--- config.mk ---
export PLATFORM = sky130hd
export DESIGN_NAME = triplet_step
export DESIGN_NICKNAME = d
export VERILOG_FILES = /design/src/rtl/tstep_pkg.sv /design/src/rtl/tstep_path.sv /design/src/rtl/tstep_ctrl.sv /design/src/rtl/triplet_step.sv
export SDC_FILE = /design/constraint.sdc
export NUM_CORES = 1
export LEC_CHECK = 0
export ABC_CLOCK_PERIOD_IN_PS = 1200
export BUFFER_PORTS_ARGS = -buffer_cell sky130_fd_sc_hd__clkbuf_2
export CAP_MARGIN = 0
export CORE_AREA = 2 2 39 41
export CTS_CLUSTER_DIAMETER = 50
export DETAILED_ROUTE_END_ITERATION = 16
export DIE_AREA = 0 0 41 43
export PLACE_DENSITY_LB_ADDON = 0.25
export SLEW_MARGIN = 20
export SYNTH_ARGS = -nofsm -noshare
export SYNTH_HDL_FRONTEND = slang
export SYNTH_SLANG_ARGS = --single-unit
--- constraint.sdc ---
create_clock -name clk -period 1.2 [get_ports clk]
set_clock_uncertainty 0.2 [all_clocks]
set_input_delay 0.12 -clock clk [delete_from_list [all_inputs] [get_ports clk]]
set_output_delay 0.12 -clock clk [all_outputs]
set_load 0.02 [all_outputs]
--- src/rtl/tstep_pkg.sv ---
package tstep_pkg;

  typedef enum logic [2:0] {
    ST_IDLE,
    ST_READ_ID,
    ST_READ_CMP,
    ST_DECIDE,
    ST_WRITE_DIR,
    ST_FINISH
  } stepState_t;

  typedef struct packed {
    logic loadDir;
    logic capId;
    logic capCmp;
  } stepCtl_t;

  localparam int STATUS_W = 3;

endpackage

--- src/rtl/tstep_path.sv ---
module tstep_path
  import tstep_pkg::*;
(
  input  logic                clk,
  input  logic                rstN,
  input  stepCtl_t            ctl,
  input  logic                prefDir,
  input  logic                slotRxBit,
  output logic                errFlag,
  output logic                chosenDir,
  output logic [STATUS_W-1:0] status
);

  logic prefQ;
  logic idQ;
  logic cmpQ;

  always_ff @(posedge clk) begin
    if (!rstN) begin
      prefQ <= 1'b0;
      idQ   <= 1'b0;
      cmpQ  <= 1'b0;
    end else begin
      if (ctl.loadDir) prefQ <= prefDir;
      if (ctl.capId)   idQ   <= slotRxBit;
      if (ctl.capCmp)  cmpQ  <= slotRxBit;
    end
  end

  // Only one branch populated: follow the identity bit; otherwise the caller's choice.
  always_comb begin
    errFlag   = idQ & cmpQ;
    chosenDir = (idQ ^ cmpQ) ? idQ : prefQ;
    status    = {(chosenDir & ~errFlag), cmpQ, idQ};
  end

endmodule

--- src/rtl/tstep_ctrl.sv ---
module tstep_ctrl
  import tstep_pkg::*;
(
  input  logic     clk,
  input  logic     rstN,
  input  logic     stepGo,
  input  logic     slotAck,
  input  logic     errFlag,
  input  logic     chosenDir,
  output logic     slotReq,
  output logic     slotTxBit,
  output logic     stepDone,
  output logic     busy,
  output stepCtl_t ctl
);

  stepState_t state, stateNext;

  always_ff @(posedge clk) begin
    if (!rstN) state <= ST_IDLE;
    else       state <= stateNext;
  end

  always_comb begin
    stateNext = state;
    ctl       = '0;
    slotReq   = 1'b0;
    slotTxBit = 1'b1;
    stepDone  = 1'b0;
    busy      = (state != ST_IDLE);
    unique case (state)
      ST_IDLE: begin
        if (stepGo) begin
          ctl.loadDir = 1'b1;
          stateNext   = ST_READ_ID;
        end
      end
      ST_READ_ID: begin
        slotReq = 1'b1;
        if (slotAck) begin
          ctl.capId = 1'b1;
          stateNext = ST_READ_CMP;
        end
      end
      ST_READ_CMP: begin
        slotReq = 1'b1;
        if (slotAck) begin
          ctl.capCmp = 1'b1;
          stateNext  = ST_DECIDE;
        end
      end
      ST_DECIDE: begin
        stateNext = errFlag ? ST_FINISH : ST_WRITE_DIR;
      end
      ST_WRITE_DIR: begin
        slotReq   = 1'b1;
        slotTxBit = chosenDir;
        if (slotAck) stateNext = ST_FINISH;
      end
      ST_FINISH: begin
        stepDone  = 1'b1;
        stateNext = ST_IDLE;
      end
      default: stateNext = ST_IDLE;
    endcase
  end

endmodule

--- src/rtl/triplet_step.sv ---
module triplet_step
  import tstep_pkg::*;
(
  input  logic       clk,
  input  logic       rstN,
  input  logic       stepGo,
  input  logic       prefDir,
  output logic       stepDone,
  output logic [2:0] stepStatus,
  output logic       slotReq,
  output logic       slotTxBit,
  input  logic       slotAck,
  input  logic       slotRxBit
);

  stepCtl_t ctl;
  logic     errFlag;
  logic     chosenDir;
  logic     busy;

  tstep_ctrl u_ctrl (
    .clk       (clk),
    .rstN      (rstN),
    .stepGo    (stepGo),
    .slotAck   (slotAck),
    .errFlag   (errFlag),
    .chosenDir (chosenDir),
    .slotReq   (slotReq),
    .slotTxBit (slotTxBit),
    .stepDone  (stepDone),
    .busy      (busy),
    .ctl       (ctl)
  );

  tstep_path u_path (
    .clk       (clk),
    .rstN      (rstN),
    .ctl       (ctl),
    .prefDir   (prefDir),
    .slotRxBit (slotRxBit),
    .errFlag   (errFlag),
    .chosenDir (chosenDir),
    .status    (stepStatus)
  );

endmodule

==> impl_metrics.py <==
metrics = {
    "status": {
        "outcome": "finished with violations",
        "violations": "setup timing",
    },
    "run": {
        "maxCapViolCount": 0,
    },
    "setup_path": {
        "crit_buf_inv": 1,
        "cp_data_required_time_ns": 0.88,
        "worst_setup_path_end_kind": "primary output",
        "cp.arrival_ns": 1.31,
        "critPathKind": "reg -> out",
        "cp_top_family": "flip-flops",
        "path_cells": "ha_4, mux2i_4, nand2_2, buf_6",
        "cpMaxStageDelayCell": "dfxtp_2",
        "crit_path_max_incr_delay_ns": 0.33,
        "start_kind": "register",
        "path_max_fanout": 2,
    },
    "route": {
        "vias": 427,
        "wl_um": 1150,
        "drt_iter0_drc": 3,
        "drc": 0,
        "drt-pass1-iter-count": 3,
        "ant_nets": 0,
        "viasPerCell": 4.69,
        "avgRoutedWirePerCell_um": 12.6,
    },
    "logic_synthesis": {
        "synth_nets": 53,
        "yosysTopAreaCell": "dfxtp_1",
        "yosysSeqAreaShare_pct": 29.3,
        "ys_ff_latch": 6,
        "ys_types": 24,
        "netlist_top_cells_area": "dfxtp_1 (29%), mux2i_1 (7.3%), and4bb_2 (6.1%), nor2b_1 (6.1%), mux2_2 (5.5%)",
        "syn_area_um2": 410,
        "synth_top_area_share_pct": 29.3,
        "avgSynthCellArea_um2": 8.92,
        "syn_inst": 46,
        "yosys_warnings": 0,
    },
    "clock_network": {
        "cts.clk_slew.worst_paths_ns": 0.05,
        "htreeDepth": 1,
        "cts.sinks": 6,
        "clock-root-buffer": "clkbuf_4",
        "cts_tree": "done",
        "numCtsBuffers": 3,
        "clock_latency_ns": 0.24,
        "cts_buffer_depth": 2,
    },
    "sta": {
        "relSlewSlack_pct": 85.8,
        "fin_crit_ns": 1.63,
        "worst_hold_slack_ns": 0.0751,
        "fin_tns_setup_ns": -1.62,
        "finalWorstSetupSlack_ns": -0.425,
        "hold_violations": 0,
        "period_share_pct": 135,
        "slew_violations": 0,
        "worstMarginPinSlew_ns": 0.212,
        "timing.fmax_mhz": 615,
        "rsz0062_at_grt": "yes",
        "finalSetupViolCount": 9,
    },
    "pwr": {
        "p_leak_uw": 0.000353,
        "ir_drop_mv": 0.615,
        "power.density_nw_per_um2": 823,
    },
    "global_route": {
        "globalRouteOverflowTotal": 0,
        "grt.total_usage_pct": 16.0,
        "grt_pass1_vias": 428,
        "antenna_found_initial": 0,
        "grt_pass1_wl_um": 1820,
        "grt_max_degree": 9,
    },
    "place": {
        "post_dp_cell_area_um2": 576,
        "hpwl_um": 688,
        "dp.cells": 79,
        "io_buffer_count": 11,
        "gp_congestion": 0.690,
        "dp_worst_setup_slack_ns": -0.183,
    },
    "die": {
        "fp.dieH_um": 43,
        "ios": 12,
        "core_um2": 1380,
        "start_util_pct": 29.7,
        "die-area_um2": 1760,
        "die_w_um": 41,
        "rows": 14,
    },
    "worst_hold_path": {
        "hp-class": "in -> reg",
    },
    "finish": {
        "nets": 84,
        "drive_above_1_share_pct": 68.0,
        "instances_no_fill": 91,
        "antenna_cells": 0,
        "synthToLayoutAreaGrowth_pct": 98.5,
        "final_area_um2": 815,
    },
}
## cell type report
type	count	area (µm²)
multi-input cells	35	352
fillers	123	569
flip-flops and latches	6	134
clock buffers	3	22.5
well taps	16	20.0
repair buffers	31	287
## cells in the final DEF, fill, tap and decap left out, drive strengths merged
cell type,synthesis,layout
a21boi,1,1
and3b,1,1
and4bb,2,2
buf,5,22
clkbuf,0,9
dfxtp,6,6
dlygate4sd3,0,3
ha,1,1
mux2,2,2
mux2i,3,3
nand2,6,6
nand3,1,1
nand4,1,1
nand4b,1,1
nor2,4,4
nor2b,4,4
nor3b,2,2
nor4b,1,1
o211ai,1,1
o21a,1,1
o21ai,1,1
o31ai,1,1
xnor2,1,1
## worst register-to-register path, cell delays in order, from the launching register on
cell,delay (ns)
dfxtp_4,0.39
buf_6,0.14
and4bb_2,0.24
mux2i_1,0.18
nor2b_1,0.07
## layer usage
| layer | vias up | track usage (%) | wire length (µm) | share of wire [%] |
|---|---|---|---|---|
| li1 | 223 | - | - | - |
| met1 | 196 | 16.7 | 475 | 41 |
| met2 | 8 | 26.3 | 633 | 55 |
| met3 | 0 | 7.85 | 36 | 3.1 |
| met4 | 0 | 6.00 | 0 | 0 |
| met5 | - | 0 | 0 | 0 |
## Yosys cell counts
cell type and n:
o31ai_1 1, dfxtp_1 6, a21boi_0 1, o21ai_0 1
nand4b_1 1, nor2b_1 4, and3b_1 1, ha_1 1
nor4b_1 1, buf_2 2, buf_6 1, nor2_1 4
nand3_1 1, and4bb_2 2, buf_4 2, o21a_1 1
xnor2_1 1, nand4_1 1, nor3b_2 1, mux2_2 2
nand2_1 6, mux2i_1 3, nor3b_1 1, o211ai_1 1
## flip-flops by register name, indices dropped and copies added, names as in the netlist
name / count
u_ctrl.state: 3
u_path.cmpQ: 1
u_path.idQ: 1
u_path.prefQ: 1
## where the power goes
group / switching [µW] / internal [µW]
registers: 19.3 / 212
logic: 106 / 148
clock network: 72.1 / 113
total: 197 / 474
## final timing paths
path / startpoint / end / slack, ns / depth (start not counted)
setup / recovery: u_path.idQ / slotTxBit / -0.43 / 4
hold / removal: stepGo / u_ctrl.state[0] / 0.08 / 4
setup reg to reg: u_ctrl.state[0] / u_path.idQ / -0.13 / 4
hold reg to reg: u_ctrl.state[2] / u_ctrl.state[1] / 0.35 / 2
## per-stage QoR
stage	power, µW	utilization [%]
final	671	58.9
after global routing	721	58.9
after CTS	651	54.2
after detailed placement	400	41.6
after global placement	398	41.6
after floorplan	349	-
## logic make-up after synthesis
kind of cell | share of synthesized area (%)
xor+xnor | 2.13
fa+ha+maj | 3.05
buf+inv | 8.84
compound gates | 8.54
flops | 29.3
simple gates | 35.4
mux | 12.8
## what timing repair did
action / 4_1_cts / 5_1_grt
pin swaps: 6 / 5
gates resized for setup: 23 / 21
hold buffers: 3 / 0
endpoints found under the hold margin: 3 / 0
setup buffers: 7 / 1
endpoints found under the setup margin: 12 / 11
Power figures use the tool's default switching activity.
